[src/rtl/peer_init_pkg.sv]
package peer_init_pkg;

    typedef enum logic [1:0] {
        MSG_READY = 2'd0,
        MSG_TRIG  = 2'd1,
        MSG_CMD   = 2'd2,
        MSG_RSP   = 2'd3
    } msg_kind_e;

    typedef enum logic [1:0] {
        LS_OFF    = 2'd0,
        LS_LISTEN = 2'd1,
        LS_AWAIT  = 2'd2
    } link_st_e;

endpackage

[src/rtl/peer_rsp_timer.sv]
module peer_rsp_timer #(
    parameter int TMO_CYC = 64
) (
    input  logic clk,
    input  logic rst_n,
    input  logic run,
    output logic expired
);
    localparam int CW = $clog2(TMO_CYC + 1);
    localparam logic [CW-1:0] LAST = CW'(TMO_CYC - 1);

    logic [CW-1:0] cnt_d, cnt_q;

    always_comb begin
        cnt_d = '0;
        if (run && cnt_q != LAST) cnt_d = cnt_q + 1'b1;
    end

    always_ff @(posedge clk) begin
        if (!rst_n) cnt_q <= '0;
        else        cnt_q <= cnt_d;
    end

    assign expired = run && (cnt_q == LAST);


    cnt_range_chk: assert property (@(posedge clk) disable iff (!rst_n)
        run |-> (cnt_q <= LAST));


    cnt_restart_chk: assert property (@(posedge clk) disable iff (!rst_n)
        !run |=> (cnt_q == '0));

endmodule

[src/rtl/peer_id_store.sv]
module peer_id_store #(
    parameter int ID_W = 32
) (
    input  logic            clk,
    input  logic            rst_n,
    input  logic            clr,
    input  logic            load,
    input  logic [ID_W-1:0] id_in,
    output logic [ID_W-1:0] id_out,
    output logic            held
);
    typedef struct packed {
        logic            held;
        logic [ID_W-1:0] id;
    } store_t;

    store_t st_d, st_q;

    always_comb begin
        st_d = st_q;
        if (clr) begin
            st_d = '0;
        end else if (load) begin
            st_d.held = 1'b1;
            st_d.id   = id_in;
        end
    end

    always_ff @(posedge clk) begin
        if (!rst_n) st_q <= '0;
        else        st_q <= st_d;
    end

    assign id_out = st_q.id;
    assign held   = st_q.held;


    clr_empties_chk: assert property (@(posedge clk) disable iff (!rst_n)
        clr |=> (!held && id_out == '0));


    load_captures_chk: assert property (@(posedge clk) disable iff (!rst_n)
        (load && !clr) |=> (held && id_out == $past(id_in)));

endmodule

[src/rtl/peer_link_init.sv]
module peer_link_init
    import peer_init_pkg::*;
#(
    parameter int TYPE_W  = 8,
    parameter int SER_W   = 16,
    parameter int CHAN_W  = 8,
    parameter int TMO_CYC = 64
) (
    input  logic                            clk,
    input  logic                            rst_n,
    input  logic                            link_up,
    input  logic [TYPE_W-1:0]               local_type,
    input  logic [SER_W-1:0]                local_serial,
    input  logic [CHAN_W-1:0]               local_chan,
    input  logic                            rx_valid,
    input  logic [1:0]                      rx_kind,
    input  logic [TYPE_W+SER_W+CHAN_W-1:0]  rx_id,
    output logic                            tx_valid,
    output logic [1:0]                      tx_kind,
    output logic [TYPE_W+SER_W+CHAN_W-1:0]  tx_id,
    output logic [TYPE_W+SER_W+CHAN_W-1:0]  partner_id,
    output logic                            partner_valid,
    output logic                            link_oper
);
    localparam int ID_W = TYPE_W + SER_W + CHAN_W;

    typedef struct packed {
        link_st_e        st;
        logic            init_done;
        logic            resp_done;
        logic            tx_valid;
        logic [1:0]      tx_kind;
        logic [ID_W-1:0] tx_id;
    } ctl_t;

    ctl_t r_d, r_q;

    logic [ID_W-1:0] own_id;
    logic            tmo_exp;
    logic            id_load;
    logic            id_clr;
    logic            rsp_in;
    msg_kind_e       kind_in;

    assign own_id  = {local_type, local_serial, local_chan};
    assign kind_in = msg_kind_e'(rx_kind);
    assign rsp_in  = rx_valid && (kind_in == MSG_RSP);

    peer_rsp_timer #(.TMO_CYC(TMO_CYC)) u_timer (
        .clk     (clk),
        .rst_n   (rst_n),
        .run     (r_q.st == LS_AWAIT),
        .expired (tmo_exp)
    );

    peer_id_store #(.ID_W(ID_W)) u_store (
        .clk    (clk),
        .rst_n  (rst_n),
        .clr    (id_clr),
        .load   (id_load),
        .id_in  (rx_id),
        .id_out (partner_id),
        .held   (partner_valid)
    );

    always_comb begin
        r_d          = r_q;
        r_d.tx_valid = 1'b0;
        r_d.tx_kind  = MSG_READY;
        r_d.tx_id    = '0;
        id_load      = 1'b0;
        id_clr       = 1'b0;
        if (!link_up) begin
            r_d.st        = LS_OFF;
            r_d.init_done = 1'b0;
            r_d.resp_done = 1'b0;
            id_clr        = 1'b1;
        end else if (r_q.st == LS_OFF) begin
            r_d.st       = LS_LISTEN;
            r_d.tx_valid = 1'b1;
            r_d.tx_kind  = MSG_READY;
        end else if (tmo_exp && !rsp_in) begin
            r_d.st        = LS_OFF;
            r_d.init_done = 1'b0;
            r_d.resp_done = 1'b0;
            id_clr        = 1'b1;
        end else if (rx_valid) begin
            unique case (kind_in)
                MSG_READY: begin
                    r_d.tx_valid = 1'b1;
                    r_d.tx_kind  = MSG_TRIG;
                end
                MSG_TRIG: begin
                    if (!r_q.init_done && r_q.st == LS_LISTEN) begin
                        r_d.st       = LS_AWAIT;
                        r_d.tx_valid = 1'b1;
                        r_d.tx_kind  = MSG_CMD;
                        r_d.tx_id    = own_id;
                    end
                end
                MSG_CMD: begin
                    r_d.resp_done = 1'b1;
                    r_d.tx_valid  = 1'b1;
                    r_d.tx_kind   = MSG_RSP;
                    r_d.tx_id     = own_id;
                end
                MSG_RSP: begin
                    if (r_q.st == LS_AWAIT) begin
                        r_d.st        = LS_LISTEN;
                        r_d.init_done = 1'b1;
                        r_d.tx_valid  = 1'b1;
                        r_d.tx_kind   = MSG_TRIG;
                        id_load       = 1'b1;
                    end
                end
                default: ;
            endcase
        end
    end

    always_ff @(posedge clk) begin
        if (!rst_n) r_q <= '0;
        else        r_q <= r_d;
    end

    assign tx_valid  = r_q.tx_valid;
    assign tx_kind   = r_q.tx_kind;
    assign tx_id     = r_q.tx_id;
    assign link_oper = r_q.init_done && r_q.resp_done;


    ready_reply_chk: assert property (@(posedge clk) disable iff (!rst_n)
        (link_up && r_q.st != LS_OFF && !tmo_exp && rx_valid && rx_kind == 2'd0)
        |=> (tx_valid && tx_kind == 2'd1 && tx_id == '0));


    cmd_cause_chk: assert property (@(posedge clk) disable iff (!rst_n)
        (tx_valid && tx_kind == 2'd2) |-> ($past(rx_valid) && $past(rx_kind) == 2'd1));


    rsp_reply_chk: assert property (@(posedge clk) disable iff (!rst_n)
        (link_up && r_q.st != LS_OFF && !tmo_exp && rx_valid && rx_kind == 2'd2)
        |=> (tx_valid && tx_kind == 2'd3 && tx_id == $past(own_id)));


    trig_ignored_chk: assert property (@(posedge clk) disable iff (!rst_n)
        (link_up && r_q.init_done && rx_valid && rx_kind == 2'd1) |=> !tx_valid);


    oper_entry_chk: assert property (@(posedge clk) disable iff (!rst_n)
        $rose(link_oper) |-> ($past(rx_valid) && $past(rx_kind) >= 2'd2));


    down_quiet_chk: assert property (@(posedge clk) disable iff (!rst_n)
        !link_up |=> (!tx_valid && !link_oper && !partner_valid));

endmodule

[config.mk]
export PLATFORM = sky130hd
export DESIGN_NAME = peer_link_init
export DESIGN_NICKNAME = d
export VERILOG_FILES = /design/src/rtl/peer_init_pkg.sv /design/src/rtl/peer_rsp_timer.sv /design/src/rtl/peer_id_store.sv /design/src/rtl/peer_link_init.sv
export SDC_FILE = /design/constraint.sdc
export NUM_CORES = 1
export LEC_CHECK = 0
export BUFFER_PORTS_ARGS = -buffer_cell sky130_fd_sc_hd__buf_2
export CAP_MARGIN = 20
export CORE_AREA = 2 2 77 109
export CTS_BUF_LIST = sky130_fd_sc_hd__clkbuf_2
export DETAILED_ROUTE_END_ITERATION = 8
export DIE_AREA = 0 0 79 111
export PLACE_DENSITY_LB_ADDON = 0.15
export REMOVE_ABC_BUFFERS = 1
export SETUP_SLACK_MARGIN = 0.02
export SLEW_MARGIN = 20
export SYNTH_ARGS = -nofsm -noshare
export SYNTH_HDL_FRONTEND = slang
export SYNTH_SLANG_ARGS = --single-unit
[constraint.sdc]
create_clock -name clk -period 3.3 [get_ports clk]
set_clock_uncertainty 0.2 [all_clocks]
set_input_delay 0.66 -clock clk [delete_from_list [all_inputs] [get_ports clk]]
set_output_delay 0.66 -clock clk [all_outputs]
set_load 0.05 [all_outputs]
# After elaboration in Yosys (flattened, before gate mapping)

Cells that the tools add are included.

Equality and inequality tests: 11
Shift operators: 0
Bitwise operators: 4
Order comparisons: 0
Reduce and logical (&&, ||, !) cells: 26
Multiply operators: 0
Divide/modulo/power cells: 0
$add $sub $neg: 1
Multiplexer cells: 23

Operator list:

| operator                                                              | number |
|---|---|
| 35-bit two-way mux                                                    | 2 |
| 32-bit one-hot mux with 2 select lines                                | 1 |
| 38-bit two-way mux                                                    | 1 |
| 1-bit two-way mux                                                     | 12 |
| 3-bit two-way mux                                                     | 4 |
| 3-bit one-hot mux with 4 select lines                                 | 1 |
| 4-bit AND reduction                                                   | 3 |
| 2-bit nonzero test                                                    | 5 |
| 7-bit by 1-bit adder with 7-bit output, second input constant         | 1 |
| 7-bit by 6-bit equality test with 1-bit output, second input constant | 1 |
| 7-bit by 6-bit != test with 1-bit output, second input constant       | 1 |
| 2-bit equality test, second input constant                            | 3 |
| 1-bit logical AND                                                     | 6 |
| 5-bit OR reduction                                                    | 1 |
| 2-bit by 1-bit equality test with 1-bit output, second input constant | 2 |
| 2-bit zero test                                                       | 2 |
| 4-bit by 1-bit != test with 1-bit output, second input constant       | 1 |
| 4-bit != test, second input constant                                  | 1 |
| 1-bit inverter                                                        | 4 |
| 2-bit one-hot mux with 2 select lines                                 | 1 |
| 2-bit AND reduction                                                   | 2 |
| 4-bit nonzero test                                                    | 1 |
| 4-bit OR reduction                                                    | 1 |
| 3-bit AND reduction                                                   | 1 |
| other kinds (6)                                                       | 7 |

Memory bits (writable): 0
Bits in read-only memories: 0
Register bits after elaboration: 79
Memories kept: 0
Bits in latches: 0
Output and inout bits: 69
Bits of input ports: 70
Word-level logic and storage cells: 75

# Logic depth before layout (Yosys ltp)

Gate-level depths: netlist (run 1).

Word-level depth: 8
Mapped depth: 7
Mapped depth without buffers: 6

# Hierarchy

Synthesis (run 1) repeated with hierarchy kept, for this count alone.

Cells, all modules: 327
Area, all modules: 3340.7 µm²

Modules (own cells, without submodules):

| module         | area each (µm²) | cells an instance | times used | sequential area each (µm²) |
|---|---|---|---|---|
| peer_link_init | 1834.3          | 189               | 1          | 780.7 |
| peer_id_store  | 1223.7          | 108               | 1          | 660.6 |
| peer_rsp_timer | 282.8           | 30                | 1          | 140.1 |

# Worst setup path before layout (run 1)

No wires, ideal clock.

Kind: input port to flip-flop
Start: input rx_kind[0]
End: register u_store.st_q (netlist bit u_store.id_out[11])
Path buffers: 2
Cell stages on the path: 7
Setup slack: 1222 ps
Required time: 2985 ps
Setup time: 115 ps
Data arrival time: 1763 ps
Cell sequence: ha_1 > nand2_1 > nor4bb_1 > or2_1 > buf_6 > buf_6 > a21oi_2

Word-level cells in the longest chain between the ends: 8
Elaborated cells on any way between the ends: 13
Those cells by class: eq/ne (1); mux (8); reduce/logical (4)

Ends and longest elaborated chain:

| what                         | line                                       | source |
|---|---|---|
| from (decl)                  | peer_link_init.sv:16                       | `input logic [1:0] rx_kind,` |
| 2-bit equality test *        | peer_link_init.sv:47, peer_link_init.sv:88 |  |
| 1-bit logical AND            | peer_link_init.sv:47                       | `assign rsp_in = rx_valid && (kind_in == MSG_RSP);` |
| 1-bit zero test              | peer_link_init.sv:82                       | `end else if (tmo_exp && !rsp_in) begin` |
| 1-bit logical AND            | peer_link_init.sv:82                       |  |
| 1-bit two-way mux            | peer_link_init.sv:82                       |  |
| 1-bit two-way mux            | peer_link_init.sv:78                       | `end else if (r_q.st == LS_OFF) begin` |
| 1-bit two-way mux            | peer_link_init.sv:73                       | `if (!link_up) begin` |
| 2-bit OR reduction (no line) | -                                          |  |
| to (signal assigned)         | peer_id_store.sv:31                        | `else st_q <= st_d;` |
| to (decl)                    | peer_id_store.sv:17                        | `store_t st_d, st_q;` |

Mark *: on every way between the ends. The rest lies on a longest branch, timed or not.
A chain may end at the register's enable or synchronous reset.

# Worst setup path after layout (run 1)

Start: register u_timer.cnt_q[0]
End: register r_q[35] in the netlist's numbering

Word-level cells in the longest chain between the ends: 5
Elaborated cells on any way between the ends: 7
Those cells by class: eq/ne (1); mux (1); reduce/logical (5)

Ends and longest elaborated chain:

| what                                             | line                  | source |
|---|---|---|
| from (decl)                                      | peer_rsp_timer.sv:12  | `logic [CW-1:0] cnt_d, cnt_q;` |
| from (signal assigned)                           | peer_rsp_timer.sv:21  | `else cnt_q <= cnt_d;` |
| 7-bit by 6-bit equality test with 1-bit output * | peer_rsp_timer.sv:24  | `assign expired = run && (cnt_q == LAST);` |
| 1-bit logical AND *                              | peer_rsp_timer.sv:24  |  |
| 1-bit logical AND *                              | peer_link_init.sv:82  |  |
| 2-bit nonzero test (no line)                     | -                     |  |
| 3-bit AND reduction (no line)                    | -                     |  |
| to (signal assigned)                             | peer_link_init.sv:123 | `else r_q <= r_d;` |
| to (decl)                                        | peer_link_init.sv:36  | `ctl_t r_d, r_q;` |

Marked as above.

==> results of run 1 <==
logic make-up after synthesis:
| kind of cell | Yosys count |
|---|---|
| buffers and inverters | 57 |
| and+or+nand+nor | 131 |
| DFF | 79 |
| xor gates and xnor gates | 3 |
| muxes | 1 |
| AOI/OAI and AO/OA | 48 |
| adders and majority gates | 5 |
flip-flops by register name (all words and copies together) (netlist names):
| name | flops |
|---|---|
| r_q | 4 |
| tx_valid | 1 |
| tx_kind | 2 |
| u_store.held | 1 |
| u_store.id_out | 32 |
| u_timer.cnt_q | 7 |
| tx_id | 32 |
per-layer routing:
metal,vias up,part of all wire,track usage
li1,1214,-,-
met1,1039,0.43,0.1624
met2,107,0.45,0.2350
met3,9,0.10,0.04723
met4,0,0.019,0.07931
met5,-,0,0
critical path, stage by stage, from the launching register on:
cell      delay, ns
dfxtp_1        0.40
ha_1           0.21
nand4_1        0.20
nor4bb_1       0.42
or2_2          0.18
buf_4          0.42
o22ai_1        0.13
cells in the final DEF, fill, tap and decap left out:
| cell type | netlist | routed |
|---|---|---|
| a211oi_1 | 1 | 1 |
| a21oi_1 | 18 | 18 |
| a21oi_2 | 20 | 20 |
| a31oi_1 | 1 | 1 |
| and2_1 | 33 | 33 |
| and4_1 | 1 | 1 |
| and4bb_2 | 1 | 1 |
| buf_2 | 8 | 138 |
| buf_4 | 35 | 5 |
| bufinv_16 | 0 | 2 |
| clkbuf_2 | 0 | 10 |
| clkinv_1 | 0 | 1 |
| clkinv_2 | 0 | 2 |
| dfxtp_1 | 79 | 79 |
| ha_1 | 5 | 5 |
| inv_1 | 7 | 7 |
| mux2i_1 | 1 | 1 |
| nand2_1 | 68 | 68 |
| nand2b_1 | 1 | 1 |
| nand3_1 | 3 | 3 |
| nand4_1 | 2 | 2 |
| nor2_1 | 12 | 12 |
| nor2b_1 | 1 | 1 |
| nor3_1 | 1 | 1 |
| nor4_4 | 1 | 1 |
| nor4b_1 | 1 | 1 |
| nor4b_2 | 1 | 1 |
| nor4bb_1 | 1 | 1 |
| o2111a_1 | 1 | 1 |
| o211ai_1 | 1 | 1 |
| o21ai_0 | 4 | 4 |
| o21ai_1 | 1 | 1 |
| o22ai_1 | 1 | 1 |
| or2_2 | 0 | 1 |
| or3_1 | 3 | 3 |
| xnor2_1 | 1 | 1 |
| xor2_1 | 2 | 2 |
area by class of cell:
cell class / count / area [sq um] / share of cell area
Timing Repair Buffer: 143 / 728.2 / 0.1985
Sequential cell: 79 / 1582 / 0.4311
Clock inverter: 5 / 73.82 / 0.02012
Tap cell: 102 / 127.6 / 0.03479
Multi-Input combinational cell: 188 / 1081 / 0.2947
Clock buffer: 10 / 50.05 / 0.01364
Inverter: 7 / 26.28 / 0.007162
report_power, final:
part / total, mW / internal (mW) / switching [mW] / leakage (nW)
combinational: 0.0793 / 0.0389 / 0.0405 / 0.956
clock: 0.549 / 0.246 / 0.303 / 0.0792
sequential: 0.960 / 0.958 / 0.00190 / 0.637
stage by stage:
step | util | hold slack (ns) | setup slack (ns)
after global routing | 0.4641 | 0.09630 | 0.8838
after global placement | 0.4475 | 0.2387 | 0.4080
after detailed placement | 0.4484 | 0.2415 | 0.5563
after CTS | 0.4641 | 0.08576 | 1.014
final | 0.4641 | 0.1510 | 1.042
after floorplan | - | 0.2176 | 0.5286
worst max-delay path by stage:
stage                     start        end  cells past startpoint
2_1_floorplan        rx_kind[0]    r_q[35]                      5
3_3_place_gp         rx_kind[0]  tx_id[10]                      6
3_5_place_dp         rx_kind[0]  tx_id[29]                      7
4_1_cts        u_timer.cnt_q[0]    r_q[35]                      6
5_1_grt        u_timer.cnt_q[0]    r_q[35]                      6
6_report       u_timer.cnt_q[0]    r_q[35]                      6
==> run_results.csv, run 1 <==
group,metric,value,unit
cts,cts.htree.levels,3,
layout,fin_cells,534,
synth,yosys.area_share.adder,0.02053,
sta,fin_setup_tns,0,ns
cts,ctsResizeCount,0,
synth,synth.area.mux_share,0.003284,
synth,synth.most_common_cell,"dfxtp_1",
min_path,min_from,"local_type[6]",
grt,grt_pass1_vias,2315,
sta,fin_crit_sh,0.6842,
synth,synth_compound_area_frac,0.1080,
placement,dp_cells,519,
synth,synth-edff-count,0,
status,status,"completed",
layout,fill_cells,807,
cts,clk_latency,0.48,ns
cts,postCtsHoldBufs,0,
synth,synthDistinctLibCells,35,
critical_path,path_max_fanout,36,
critical_path,end_kind,"flop",
cts,post_cts_buffers,0,
layout,final_area,0.003669,sq mm
synth,netlist_top_cells_area,"dfxtp_1 (52%), buf_4 (8.6%), nand2_1 (8.4%)",
grt,grt_max_degree,37,
floorplan,start_util,0.3856,
synth,netlist_area,0.003048,sq mm
sta,setup_viol,0,
floorplan,fp.coreArea,0.007905,sq mm
synth,synthFlopType,"dfxtp_1",
pwr,finalPower,1.588,mW
critical_path,worstPathRequired,3.48,ns
sta,hold_violations,0,
placement,routabilityCongestion,0.7840,
synth,syn_inst,324,
layout,syn2layout_area_growth,20.36,%
synth,synth_common_cells,"dfxtp_1 (79), nand2_1 (68), buf_4 (35)",
cts,clock-sinks,79,
synth,synthArstFlopShare,0,
sta,rsz0062_at_grt,"no",
synth,avgSynthCellArea,9.407,sq um
min_path,hp-class,"input port to flop",
sta,drv_slew,0,
sta,tightest_slew,0.5456,ns
critical_path,reg2reg_to,"r_q[35]",
synth,synth_warnings,0,
grt,grt-ovfl-total,0,
synth,synth_top_area_cell,"dfxtp_1",
pwr,leakage,1.672,nW
placement,dp_hpwl,4.521,mm
grt,track_usage,0.1438,
critical_path,critPathArrivalTime,2.44,ns
critical_path,regToRegSetupSlack,1.04,ns
drt,firstDrtPassIters,4,
synth,synth_top_family_by_area,"simple AND/OR/NAND/NOR gates",
floorplan,io_pins,139,
drt,avgRoutedWirePerCell,11.40,microns
placement,placed_area,0.003545,sq mm
synth,synth-xor-area-share,0.008621,
cts,clock-root-buffer,"clkbuf_2",
synth,synth_top_area_frac,0.5189,
critical_path,critPathKind,"flop to flop",
placement,io_buffers,138,
pwr,ir_worst_vdd,245.6,uV
min_path,min_path_cells,2,
sta,slew_headroom,0.6335,
drt,drt-total-wl,6.090,mm
cts,cts_tree,"built",
drt,vias_per_cell,4.436,
drt,drt_iter0_drc,57,
synth,ys_ff_latch,79,
layout,nNetsFinal,503,
cts,clockBufferDepth,2,
run,cap_violations,0,
cts,cts_buffers,9,
drt,ant_nets,0,
critical_path,rr_startpoint,"u_timer.cnt_q[0]",
grt,grt_pass1_wl,9.991,mm
min_path,min_to,"tx_id[30]",
drt,vias,2369,
floorplan,die-area,0.008769,sq mm
cts,clkTransAtPathRegs,0.19,ns
sta,clock.fmax,442.9,MHz
layout,antenna_cells,0,
pwr,power.density,432.9,mW/mm^2
synth,synth-simple-area-share,0.2143,
grt,antenna_found_initial,0,
layout,drive_above_1_share,0.4190,
drt,drc,0,
synth,ys_seq_area_frac,0.5189,
floorplan,fp.dieH,111,microns
floorplan,die_w,79,microns
floorplan,rows,39,
critical_path,start_kind,"flop",
sta,final.min_clock_period,2.258,ns
critical_path,ff2ff_path_depth,6,
Note: power is estimated with default switching activity, not from simulation.
==> inputs of run 2 (changes only) <==
Settings changed: ABC_AREA set to 1, CORE_AREA 2 2 77 109 to 2 2 79 111, DIE_AREA 0 0 79 111 to 0 0 81 113.
Clock period 3.3 ns to 1.9 ns, I/O delays scaled along.
==> run 2 against run 1 <==
Effect of this change:
- area after synthesis increased by 4.1%
- largest cell class unchanged
- final area grew 23%
- routed wire length increased by 32%
- largest power group unchanged
- synthesized cell count up 18%
==> run_results.csv, run 2 <==
group,metric,value,unit
layout,multi_input_area,0.001119,sq mm
min_path,hp-class,"input port to flop",
grt,antenna_found_initial,1,
floorplan,rows,39,
min_path,min_from,"rst_n",
cts,cts_tree,"built",
critical_path,max_stage_delay,0.39,ns
grt,grt_pass1_vias,2747,
sta,fin_crit_sh,0.9280,
synth,syn_inst,382,
critical_path,path_max_fanout,3,
sta,hold_violations,0,
drt,avgRoutedWirePerCell,12.14,microns
synth,netlist_top_cells_area,"dfxtp_1 (50%), nand2_1 (14%), buf_4 (8.8%)",
drt,firstDrtPassIters,5,
min_path,min_path_cells,3,
sta,fin_setup_tns,0,ns
synth,synth_top_family_by_area,"simple AND/OR/NAND/NOR gates",
pwr,leakage,2.036,nW
sta,final.min_clock_period,1.763,ns
pwr,seqPwrFrac,0.613,
synth,ys_ff_latch,79,
critical_path,ff2ff_path_depth,9,
cts,clock-sinks,79,
synth,synth_compound_area_frac,0.08481,
drt,routed-wl-met3,624,microns
synth,synth_top_area_cell,"dfxtp_1",
synth,yosys.area_share.adder,0.01972,
sta,setup_viol,0,
drt,vias_per_cell,4.396,
layout,final_cell_mix,"buf_2 (136), nand2_1 (115), dfxtp_1 (76)",
sta,slew_headroom,0.6317,
placement,io_buffers,138,
cts,cts.htree.levels,3,
layout,regArea,0.001585,sq mm
synth,netlist_area,0.003172,sq mm
placement,dp_cells,577,
critical_path,regToRegSetupSlack,0.16,ns
layout,nNetsFinal,631,
status,status,"completed",
critical_path,rr_startpoint,"u_timer.cnt_q[0]",
drt,vias,2919,
floorplan,io_pins,139,
critical_path,worstPathRequired,1.32,ns
floorplan,fp.dieH,113,microns
drt,drc,0,
synth,synth-xor-area-share,0.005523,
pwr,swShare,0.2520,
synth,synthDistinctLibCells,28,
grt,grt_max_degree,35,
floorplan,start_util,0.3916,
synth,synth_warnings,0,
synth,synth.most_common_cell,"nand2_1",
sta,rsz0062_at_grt,"no",
pwr,finalPower,2.723,mW
critical_path,start_kind,"flop",
synth,synth_top_area_frac,0.4986,
cts,clock-root-buffer,"clkbuf_2",
pwr,comb_power_share,0.117,
layout,syn2layout_area_growth,42.52,%
cts,clockBufferDepth,2,
grt,grt-ovfl-total,0,
pwr,ir_worst_vdd,526.5,uV
pwr,p_sw,686.2,uW
cts,clkTransAtPathRegs,0.20,ns
cts,clk_latency,0.51,ns
drt,highest_layer,"met4",
synth,avgSynthCellArea,8.303,sq um
synth,synth-simple-area-share,0.2371,
grt,grt_pass1_wl,12.03,mm
layout,final_common_cell,"buf_2",
critical_path,critPathArrivalTime,1.18,ns
floorplan,die_w,81,microns
drt,route.met2.wl,4.075,mm
grt,track_usage,0.1687,
layout,drive_above_1_share,0.3440,
sta,hold_ws,0.05839,ns
layout,fill_cells,753,
sta,tightest_slew,0.5517,ns
drt,drt-total-wl,8.060,mm
synth,synthFlopType,"dfxtp_1",
critical_path,cp_slowest_cell,"dfxtp_2",
critical_path,reg2reg_to,"tx_id[10]",
synth,synth_common_cells,"nand2_1 (116), dfxtp_1 (79), nor2_1 (48)",
layout,fin_cells,664,
run,cap_violations,0,
synth,synthArstFlopShare,0,
synth,synth.area.mux_share,0,
placement,dp_hpwl,4.942,mm
critical_path,critPathKind,"flop to primary output",
drt,ant_nets,0,
placement,routabilityCongestion,0.7915,
pwr,power_frac_clock,0.271,
synth,synth-edff-count,0,
min_path,min_to,"u_timer.cnt_q[0]",
floorplan,die-area,0.009153,sq mm
critical_path,worstPathCellList,"nand2_1, inv_1, buf_4",
pwr,power.density,602.2,mW/mm^2
cts,post_cts_buffers,0,
sta,drv_slew,0,
drt,wl_met1,3.102,mm
sta,clock.fmax,567.1,MHz
drt,drt_iter0_drc,78,
critical_path,end_kind,"primary output",
synth,ys_seq_area_frac,0.4986,
pwr,internal_power,2.036,mW
floorplan,fp.coreArea,0.008100,sq mm
cts,cts_buffers,9,
[run 2: what timing repair did]
| item | 4_1_cts | 5_1_grt |
|---|---|---|
| pin swaps | 0 | 1 |
| gates resized for setup | 1 | 10 |
| gates cloned | 0 | 3 |
| hold buffers | 68 | 0 |
| endpoints found under the hold margin | 69 | 0 |
| setup endpoints to repair | 1 | 66 |
[run 2: worst max-delay path, delay by kind of cell (launching register included)]
kind                   cells  cell delay (ns)
buffers and inverters      2             0.24
flip-flops                 1             0.39
AND/OR/NAND/NOR            1             0.06
[run 2: cell families after synthesis]
logic type,after synthesis
flops,79
xor+xnor,2
compound gates,42
simple gates,182
buf+inv,72
fa+ha+maj,5
[run 2: through the flow]
stage | utilization | setup slack [ns] | cell area, sq um
global placement | 0.4517 | 0.05643 | 3659
global route | 0.5581 | 0.02451 | 4521
floorplan | - | -0.06462 | 2765
finish | 0.5581 | 0.1368 | 4521
detailed placement | 0.4517 | -0.002442 | 3659
CTS | 0.5462 | 0.03489 | 4424
[run 2: area by class of cell]
| type | instances | share of cell area |
|---|---|---|
| inverters | 22 | 0.01827 |
| repair buffers | 213 | 0.3366 |
| diodes | 1 | 0.0005536 |
| multi-input cells | 231 | 0.2474 |
| flip-flops and latches | 79 | 0.3507 |
| well taps | 102 | 0.02823 |
| clock buffers | 12 | 0.01329 |
| clock inverters | 4 | 0.004982 |
[run 2: how the worst max path moves through the flow]
stage	startpoint	end	slack [ns]
5_1_grt	u_timer.cnt_q[0]	tx_id[10]	0.02
3_3_place_gp	rx_kind[0]	u_store.id_out[16]	0.06
3_5_place_dp	rx_kind[0]	u_store.id_out[24]	-0.002
4_1_cts	rx_kind[1]	u_store.id_out[16]	0.03
2_1_floorplan	rx_kind[1]	tx_id[0]	-0.06
6_report	r_q[36]	link_oper	0.14
[run 2: power by group through the flow]
stage               sequential (mW)  clock [mW]  combinational, mW
floorplan                      1.71           0             0.0650
global placement               1.70           0              0.185
detailed placement             1.70           0              0.185
CTS                            1.67       0.774              0.294
global route                   1.67       0.841              0.347
finish                         1.67       0.737              0.318
[run 2: layer usage]
metal / track usage / vias up
met5: 0 / -
met4: 0.09605 / 0
met3: 0.05183 / 20
met2: 0.2909 / 120
met1: 0.1777 / 1284
li1: - / 1495
==> inputs of run 3 (changes only) <==
Settings changed: REMOVE_ABC_BUFFERS 1 to not set.
==> run 3 against run 2 <==
Effect of this change:
- critical path depth did not move
- power increased by 7.8%
- non-clock buffer count is the same
- largest power group unchanged
- register-to-register slack is essentially flat
- cell count is the same
- combinational power shrank 6%
- final area down 0.11%
- via count is 0.31% higher
- first-iteration DRC count down 13%
- die area is the same
==> run_results.csv, run 3 (synthesis results as in run 2) <==
group,metric,value,unit
grt,grt-ovfl-total,0,
critical_path,critPathKind,"flop to primary output",
min_path,hp-class,"input port to flop",
drt,drt-total-wl,7.711,mm
layout,nNetsFinal,632,
floorplan,io_pins,139,
pwr,p_sw,661.4,uW
drt,firstDrtPassIters,5,
floorplan,fp.dieH,113,microns
layout,drive_above_1_share,0.3310,
pwr,internal_power,2.274,mW
pwr,leakage,2.029,nW
critical_path,path_max_fanout,2,
run,cap_violations,0,
pwr,power.density,650.1,mW/mm^2
sta,rsz0062_at_grt,"no",
drt,drc,0,
pwr,seqPwrFrac,0.568,
cts,cts_buffers,9,
floorplan,die-area,0.009153,sq mm
cts,cts_tree,"built",
sta,slew_headroom,0.8087,
sta,final.min_clock_period,1.771,ns
cts,clockBufferDepth,2,
sta,hold_violations,0,
grt,antenna_found_initial,0,
grt,grt_pass1_wl,12.18,mm
critical_path,end_kind,"primary output",
cts,clock-root-buffer,"clkbuf_2",
synth,synth_nets,457,
drt,drt_iter0_drc,68,
sta,tightest_slew,0.2861,ns
grt,grt_max_degree,35,
grt,grt_pass1_vias,2831,
sta,hold_ws,0.06692,ns
status,status,"completed",
layout,syn2layout_area_growth,42.37,%
min_path,min_from,"rx_kind[1]",
critical_path,regToRegSetupSlack,0.16,ns
cts,clk_latency,0.49,ns
min_path,min_path_cells,5,
critical_path,startpoint,"r_q[35]",
drt,ant_nets,0,
grt,track_usage,0.1718,
critical_path,critPathArrivalTime,1.19,ns
critical_path,ff2ff_path_depth,7,
layout,antenna_cells,0,
critical_path,reg2reg_to,"tx_valid",
critical_path,rr_startpoint,"u_timer.cnt_q[0]",
cts,clock-sinks,79,
placement,dp_cells,579,
layout,fin_cells,664,
sta,setup_viol,0,
pwr,ir_worst_vdd,417.0,uV
cts,cts.htree.levels,3,
floorplan,rows,39,
floorplan,die_w,81,microns
sta,drv_slew,0,
pwr,comb_power_share,0.102,
floorplan,fp.coreArea,0.008100,sq mm
cts,post_cts_buffers,0,
sta,fin_crit_sh,0.9318,
min_path,min_to,"tx_kind[1]",
pwr,power_frac_clock,0.330,
cts,clkTransAtPathRegs,0.18,ns
floorplan,start_util,0.3916,
layout,final_cell_mix,"buf_2 (137), nand2_1 (116), dfxtp_1 (78)",
placement,dp_hpwl,4.914,mm
placement,routabilityCongestion,0.7926,
drt,avgRoutedWirePerCell,11.61,microns
layout,final_common_cell,"buf_2",
drt,vias_per_cell,4.410,
drt,vias,2928,
placement,io_buffers,138,
pwr,swShare,0.2253,
critical_path,worstPathRequired,1.32,ns
sta,clock.fmax,564.8,MHz
critical_path,start_kind,"flop",
[run 3: cell types whose count changed in the layout (fill, tap and decap cells not counted), moves of 2 or more]
cell	before	now
dfxtp_2	3	1
nor2_1	46	48
clkbuf_16	3	0
nor2_2	3	1
bufinv_16	0	2
dfxtp_1	76	78
[run 3: metrics by stage]
| step | setup TNS, ns | worst slack, ns | power, mW | instance area, sq um | utilization |
|---|---|---|---|---|---|
| 5_1_grt | 0 | 0.02375 | 3.078 | 4516 | 0.5575 |
| 2_1_floorplan | 0 | 0.3123 | 1.795 | 3172 | - |
| 4_1_cts | 0 | 0.04122 | 2.973 | 4497 | 0.5551 |
| 6_report | 0 | 0.1295 | 2.936 | 4516 | 0.5575 |
| 3_5_place_dp | -0.01003 | -0.01003 | 1.886 | 3686 | 0.4551 |
| 3_3_place_gp | 0 | 0.05681 | 1.887 | 3686 | 0.4551 |
[run 3: worst max-delay path by stage]
| stage | end | cells past startpoint |
|---|---|---|
| after global routing | link_oper | 3 |
| after detailed placement | tx_id[9] | 8 |
| after CTS | link_oper | 3 |
| after floorplan | tx_id[10] | 9 |
| final | link_oper | 3 |
| after global placement | tx_id[16] | 8 |
[run 3: area by class of cell]
type | count | area [sq um]
inverters | 22 | 82.58
multi-input cells | 232 | 1119
clock inverters | 5 | 72.57
clock buffers | 11 | 55.05
flip-flops and latches | 79 | 1583
repair buffers | 213 | 1476
fillers | 780 | 3585
well taps | 102 | 127.6
[run 3: routing by layer]
metal	wire, microns	vias up	GRT usage
li1	-	1498	-
met1	3105	1317	0.1751
met2	3975	100	0.3185
met3	440	13	0.03349
met4	189	0	0.09266
met5	0	-	0
[run 3: critical path: stages (launching register included)]
cell and delay, ns:
dfxtp_1 0.40, nand2_1 0.07, inv_1 0.05, buf_4 0.18
[run 3: power groups by stage]
stage          Clock (mW)  Sequential [mW]  Combinational [mW]
3_5_place_dp            0             1.70               0.185
4_1_cts              1.01             1.67               0.293
2_1_floorplan           0             1.71              0.0883
5_1_grt              1.08             1.67               0.329
6_report            0.969             1.67               0.299
3_3_place_gp            0             1.70               0.186
[run 3: repair_timing]
item                                    in CTS  in global routing
endpoints found under the hold margin       68                  0
endpoints found under the setup margin       1                 35
resized for setup                            1                  2
cloned                                       0                  1
hold buffers                                68                  0
